<file path="src/rtl/rd_preamble_seq.sv">
module rd_preamble_seq #(
  parameter int CW = 5
) (
  input  logic          clk,
  input  logic          rst_n,
  input  logic          cs_start,
  input  logic          op_start,
  input  logic [2:0]    rd_class,
  input  logic          addr4,
  input  logic [7:0]    id_byte,
  input  logic [7:0]    vcfg,
  input  logic [7:0]    cr2,
  input  logic          byte_in,
  output logic          busy,
  output logic          done,
  output logic [CW-1:0] pre_len
);
  typedef enum logic [2:0] {PF_GEN, PF_M, PF_W, PF_S, PF_X} prof_t;

  prof_t       prof;
  logic        is_dio, is_qio;
  logic [1:0]  xf;
  logic [4:0]  extra;
  logic [CW-1:0] need, cnt;
  logic        last;

  always_comb begin
    case (id_byte)
      8'h20:   prof = PF_M;
      8'hEF:   prof = PF_W;
      8'h01:   prof = PF_S;
      8'hC2:   prof = PF_X;
      default: prof = PF_GEN;
    endcase
  end

  assign is_dio = (rd_class == 3'd2);
  assign is_qio = (rd_class == 3'd4);
  assign xf     = vcfg[7:6];

  always_comb begin
    extra = '0;
    case (prof)
      PF_W: extra = is_qio ? 5'd5 : (is_dio ? 5'd1 : 5'd8);
      PF_M: extra = {1'b0, vcfg[7:4]};
      PF_S: extra = {1'b0, cr2[3:0]} + {4'd0, (is_dio | is_qio)};
      PF_X:
        if (is_qio)      extra = (xf == 2'd1) ? 5'd4 : (xf == 2'd2) ? 5'd8 : 5'd6;
        else if (is_dio) extra = (xf == 2'd1) ? 5'd6 : (xf == 2'd2) ? 5'd8 : 5'd4;
        else             extra = (xf == 2'd1) ? 5'd6 : 5'd8;
      default: extra = '0;
    endcase
  end

  assign need = CW'(addr4 ? 3'd4 : 3'd3) + CW'(extra);
  assign last = busy && byte_in && (cnt == CW'(1));

  always_ff @(posedge clk or negedge rst_n) begin
    if (!rst_n) begin
      cnt     <= '0;
      busy    <= 1'b0;
      done    <= 1'b0;
      pre_len <= '0;
    end else if (cs_start) begin
      cnt  <= '0;
      busy <= 1'b0;
      done <= 1'b0;
    end else if (op_start) begin
      cnt     <= need;
      pre_len <= need;
      busy    <= 1'b1;
      done    <= 1'b0;
    end else begin
      done <= last;
      if (busy && byte_in) begin
        cnt <= cnt - CW'(1);
        if (last) busy <= 1'b0;
      end
    end
  end


  done_idle_chk: assert property (@(posedge clk) disable iff (!rst_n)
    done |-> !busy);

  done_single_chk: assert property (@(posedge clk) disable iff (!rst_n)
    done |=> !done);

  cs_clear_chk: assert property (@(posedge clk) disable iff (!rst_n)
    cs_start |=> (!busy && !done));

  len_hold_chk: assert property (@(posedge clk) disable iff (!rst_n)
    (!op_start) |=> $stable(pre_len));

  idle_byte_chk: assert property (@(posedge clk) disable iff (!rst_n)
    (!busy && !op_start) |=> !done);

  len_min_chk: assert property (@(posedge clk) disable iff (!rst_n)
    (op_start && !cs_start) |=> (busy && pre_len >= CW'(3)));
endmodule

</file>
<file path="config.mk">
export PLATFORM = sky130hd
export DESIGN_NAME = rd_preamble_seq
export DESIGN_NICKNAME = d
export VERILOG_FILES = /design/src/rtl/rd_preamble_seq.sv
export SDC_FILE = /design/constraint.sdc
export NUM_CORES = 1
export LEC_CHECK = 0
export ABC_AREA = 1
export CAP_MARGIN = 20
export CORE_MARGIN = 3
export CORE_UTILIZATION = 41
export CTS_CLUSTER_SIZE = 24
export DETAILED_ROUTE_END_ITERATION = 10
export PLACE_DENSITY = 0.77
export SLEW_MARGIN = 20
export SYNTH_ARGS = -nofsm -noshare
export SYNTH_HDL_FRONTEND = slang
export SYNTH_SLANG_ARGS = --single-unit
</file>
<file path="constraint.sdc">
create_clock -name clk -period 1.28 [get_ports clk]
set_input_delay 0.128 -clock clk [delete_from_list [all_inputs] [get_ports clk]]
set_output_delay 0.128 -clock clk [all_outputs]
set_load 0.05 [all_outputs]
</file>
## After elaboration in Yosys (flattened, before gate mapping)

Cells that the tools add are included.

- Reductions and logical operators: 6
- Bitwise operators: 2
- Add/subtract/negate cells: 3
- Muxes and demuxes: 21
- Equality and inequality tests: 13

Operator list:

| kind | count |
|---|---|
| 4-bit 2-to-1 mux | 9 |
| 5-bit one-hot mux with 4 select lines | 1 |
| 8-bit equality test, second input constant | 2 |
| 5-bit 2-to-1 mux | 3 |
| 3-bit one-hot mux with 4 select lines | 1 |
| 3-bit by 2-bit equality test with 1-bit output, second input constant | 3 |
| 8-bit by 1-bit equality test with 1-bit output, second input constant | 1 |
| 8-bit by 6-bit equality test with 1-bit output, second input constant | 1 |
| 3-bit equality test, second input constant | 2 |
| 1-bit 2-to-1 mux | 6 |
| 3-bit nonzero test | 2 |
| 3-bit by 5-bit adder with 5-bit output | 1 |
| 4-bit by 1-bit adder with 5-bit output | 1 |
| 5-bit by 1-bit equality test with 1-bit output, second input constant | 1 |
| 5-bit by 1-bit subtractor with 5-bit output, second input constant | 1 |
| 2-bit AND reduction | 2 |
| 3-bit by 1-bit equality test with 1-bit output, second input constant | 1 |
| 3-bit 2-to-1 mux | 1 |
| 2-bit by 1-bit equality test with 1-bit output, second input constant | 1 |
| 2-bit equality test, second input constant | 1 |
| 1-bit logical AND | 2 |
| 1-bit inverter | 1 |
| 1-bit bitwise OR | 1 |

- Register bits after elaboration: 12
- Bits of input ports: 33
- Logic and storage cells: 49
- Output and inout bits: 7

## Logic depth before layout (Yosys ltp)

- Depth in word-level cells: 9
- Gate-level depth with buffers: 19
- Depth with buffers taken out: 19

## Least setup slack after synthesis

No wires, ideal clock.

- Path type: input -> register
- From: input rd_class[0]
- To: register cnt[3]
- Arrival: 2180 ps
- Setup time: 117 ps
- Path slack: -1017 ps
- Buffers on the path: 0
- Required time: 1163 ps
- Stages: 19
- Cells stage by stage: inv_1 nand3_2 nand2_2 ha_1 ha_1 nand2_1 inv_1 nor2_1 a221oi_1 o21ai_0 ha_1 nand2_1 nand2_1 a31oi_1 inv_1 nand4_1 nand3_1 nand3_1 nand2_1

- Cells in the longest elaborated chain, start to end: 7
- Elaborated cells between the ends (all ways): 12
- Those cells by class: add/sub (2); eq/ne (2); mux (7); bitwise (1)

RTL lines:

| item | RTL line | RTL |
|---|---|---|
| start: declaration | 8 | `input logic [2:0] rd_class,` |
| 3-bit by 2-bit equality test with 1-bit output or 3-bit equality test (tied branches) | 37, 38 |  |
| 1-bit bitwise OR, or another cell as far along | 46 | `PF_S: extra = {1'b0, cr2[3:0]} + {4'd0, (is_dio \| is_qio)};` |
| 4-bit by 1-bit adder with 5-bit output, or another cell as far along | 46 |  |
| 5-bit one-hot mux with 4 select lines (*) | 43 | `case (prof)` |
| 3-bit by 5-bit adder with 5-bit output (*) | 55 | `assign need = CW'(addr4 ? 3'd4 : 3'd3) + CW'(extra);` |
| 5-bit 2-to-1 mux (*) | 68 | `end else if (op_start) begin` |
| 5-bit 2-to-1 mux (*) | 64 | `end else if (cs_start) begin` |
| end signal: assignment | 69 | `cnt <= need;` |
| end signal: assignment | 76 | `cnt <= cnt - CW'(1);` |
| end: declaration | 24 | `logic [CW-1:0] need, cnt;` |

Mark *: on every way between the ends. The rest lies on a longest branch, timed or not.
A chain may end at the register's enable or synchronous reset.

## Final worst setup path

Same ends and word-level chain as after synthesis.

==> run summary <==
- **violated checks** setup timing
- **part of the power in the clock network** 0.229
- **launching element of the worst setup path** rd_class[0]
- **switching pwr** 480 µW
- **Pins Over Slew Limit** 0
- **worst reg2reg setup slack** -120 ps
- **sequential power share** 0.334
- **worst-margin pin slew** 401 ps
- **family with the most delay on the worst path** simple AND/OR/NAND/NOR gates
- **critical path, cell by cell** buf_6 -> clkinvlp_4 -> nand3_4 -> nand2_4 -> ha_4 -> ha_4 -> nor2_1 -> nor2_1 -> a221oi_2 -> o21ai_1 -> ha_1 -> nand2_1 -> nand2_1 -> a31oi_2 -> inv_1 -> nand4_1 -> nand3_1 -> nand3_1 -> nand2_1
- **nets@finish** 283
- **remaining routing DRC violations** 0
- **Std-Cell Core Area** 0.00257 mm²
- **startpoint of the worst-slack reg-to-reg timing path** cnt[0]
- **total global-route track usage** 0.225
- **most area-consuming cells after synthesis** dfrtp_1 (26%), nand2_1 (13%), ha_1 (11%), inv_1 (10%), nand3_1 (6.1%)
- **Net Count, Synth** 210
- **final worst-path cycle share** 1.70
- **worst-case hold slack** 137 ps
- **Avg Cell Area, Syn** 6.96 µm²
- **Finished Core Util** 0.769
- **CTS buffer count** 3
- **post-synthesis instance area** 0.00115 mm²
- **Min-Delay Path Class** in -> async
- **final worst path period need** 2170 ps
- **number of instances in the synthesized netlist** 166
- **DRT Pass-1 Iters** 4
- **worst path setup slack after routing** -892 ps
- **TritonCTS clock tree** built
- **Setup Slack @ Placement** -1660 ps
- **IR drop worst, VDD** 0.702 mV
- **number of setup violations in the final report** 12
- **Horiz. Die Dim** 59.1 µm
- **sum of overflow across all layers after global routing** 0
- **latest clock arrival within the worst-skew pair** 290 ps
- **number of cells on the critical path** 19
- **R2R cell count** 9
- **standard cell with the maximum stage delay on the critical path** ha_1
- **wire length of the first global-routing pass** 6000 µm
- **post-synthesis to final-layout area growth** 71.0%
- **critical path class** in -> reg
- **number of global-route vias before repair** 1397
- **antenna cells** 0
- **sinks on the clock net** 12
- **outcome** finished with violations
- **startpoint class of the critical path** input port
- **total via count in the routed design** 1382
- **final count of hold timing violations** 0
- **Logic pwr share** 0.437
- **highest net fanout along the worst path** 3
- **top cell type's share of synthesized area** 0.260
- **Row Count** 18
- **power density relative to cell area** 694 mW/mm²
- **total placed instance area** 0.00183 mm²
- **Data required, critical path** 1470 ps
- **# H-tree levels** 1
- **final standard cell area without fillers** 0.00197 mm²
- **Via density** 5.16
- **cell chosen for the clock root** clkbuf_4
- **Die Ht** 59.1 µm
- **maximum number of pins on one net before global-route repair** 13
- **RSZ-0062 raised after global routing** true
- **final setup skew** 15.7 ps
- **DRT iter0 DRCs** 63
- **count of maximum capacitance violations** 0
- **part of the Yosys area used for sequential elements** 0.260
- **DRT antenna net count** 0
- **switching power share of the total** 0.351
- **Die Outline Area** 0.00349 mm²
- **Yosys warning count** 0
- **I/O pin count** 40
- **number of synthesized register bits** 12
- **Crit path top cell by count** nand2_1
- **clock-pin slew on the worst setup and hold paths** 90 ps
- **end point of the critical path** cnt[3]
- **port bufs** 31
- **number of unique standard cell types used by synthesis** 29
- **largest area contributor in the netlist** dfrtp_1
- **Peak Freq** 460 MHz
- **fill cell total of the finished layout** 179
- **routed len/inst** 13.4 µm
- **fraction of layout instances using a drive strength above 1** 0.395
- **maximum buffer depth of the clock tree** 2
- **initial core utilization** 0.450
- **slowest stage delay, CP** 340 ps
- **initial antenna violation count** 0
- **gp weighted congestion** 0.943
- **sort of element at the end of the critical path** flop
- **r2r endpoint** cnt[4]
- **internal power** 889 µW
- **final WL** 3600 µm
- **relative slew slack** 0.730
- **half-perimeter wire length after detailed placement** 2610 µm
- **count of buffering cells on the critical path with inverters included** 3
- **total leakage power** 0.00103 µW
- **total of hold buffers inserted after clock tree synthesis** 0
- **arrival time at the worst endpoint** 2360 ps
state kept, by name (all words and copies together), names as in the netlist:
name     flops
busy         1
cnt          5
done         1
pre_len      5
metal layers:
| metal | wire, µm | GRT usage |
|---|---|---|
| met2 | 1860 | 0.399 |
| met5 | 0 | 0 |
| met1 | 1450 | 0.259 |
| met3 | 229 | 0.0566 |
| met4 | 65 | 0.0809 |
area by class of cell:
class	instances	area, µm²	share of cell area
inverter	33	128	0.0646
sequential	12	300	0.152
multi-input combinational	121	840	0.425
clock buffer	4	36.3	0.0184
timing repair buffer	68	633	0.321
tap	30	37.5	0.0190
logic make-up after synthesis:
| family | share of synthesized area |
|---|---|
| mux | 0.00867 |
| simple gates | 0.378 |
| fa+ha+maj | 0.126 |
| compound gates | 0.0899 |
| xor+xnor | 0.0303 |
| flops | 0.260 |
| buf+inv | 0.107 |
per-stage QoR:
stage / TNS, ps / power [µW] / instances
6_report: -6770 / 1370 / 268
5_1_grt: -8160 / 1440 / 268
4_1_cts: -6190 / 1360 / 267
3_3_place_gp: -12860 / 1010 / 256
3_5_place_dp: -13510 / 1030 / 256
2_1_floorplan: -6370 / 712 / 166
how the worst min path moves through the flow:
stage / from / end / slack, ps
finish: rst_n / pre_len[2] / 140
global route: rst_n / pre_len[1] / 140
CTS: rst_n / pre_len[1] / 150
detailed placement: rst_n / pre_len[1] / 470
global placement: rst_n / pre_len[2] / 440
floorplan: rst_n / busy / -170
cells in the final DEF (no fill, tap or decap), types with 5 or more instances in the layout:
master and n:
clkdlybuf4s50_1 9, buf_4 36, nand3_2 5, nor2_1 14, nand2_1 36, ha_1 7
inv_2 7, inv_1 25, nand2_2 5, dlygate4sd2_1 8, dfrtp_1 12, buf_12 7
nand3_1 12
synthesized netlist by cell type (all sizes together):
library cell  number
nand2             42
inv               33
nor2              21
nand3             19
dfrtp             12
ha                10
o21ai             10
a21oi              2
a31oi              2
nor3               2
or2                2
xnor2              2
xor2               2
a221o              1
a221oi             1
a22o               1
fa                 1
mux2i              1
nand4              1
nor4               1
power groups by stage:
stage	clock network, µW	logic (µW)	registers (µW)
after global routing	337	643	464
after global placement	0	550	464
after detailed placement	0	566	465
final	313	598	458
after floorplan	0	183	529
after CTS	320	581	458
timing repair:
action	in CTS	in global routing
setup endpoints to repair	10	12
pin swaps	25	13
gates cloned	0	0
setup buffers	7	2
gates resized for setup	44	6
hold endpoints to repair	0	0
Power figures use the tool's default switching activity.
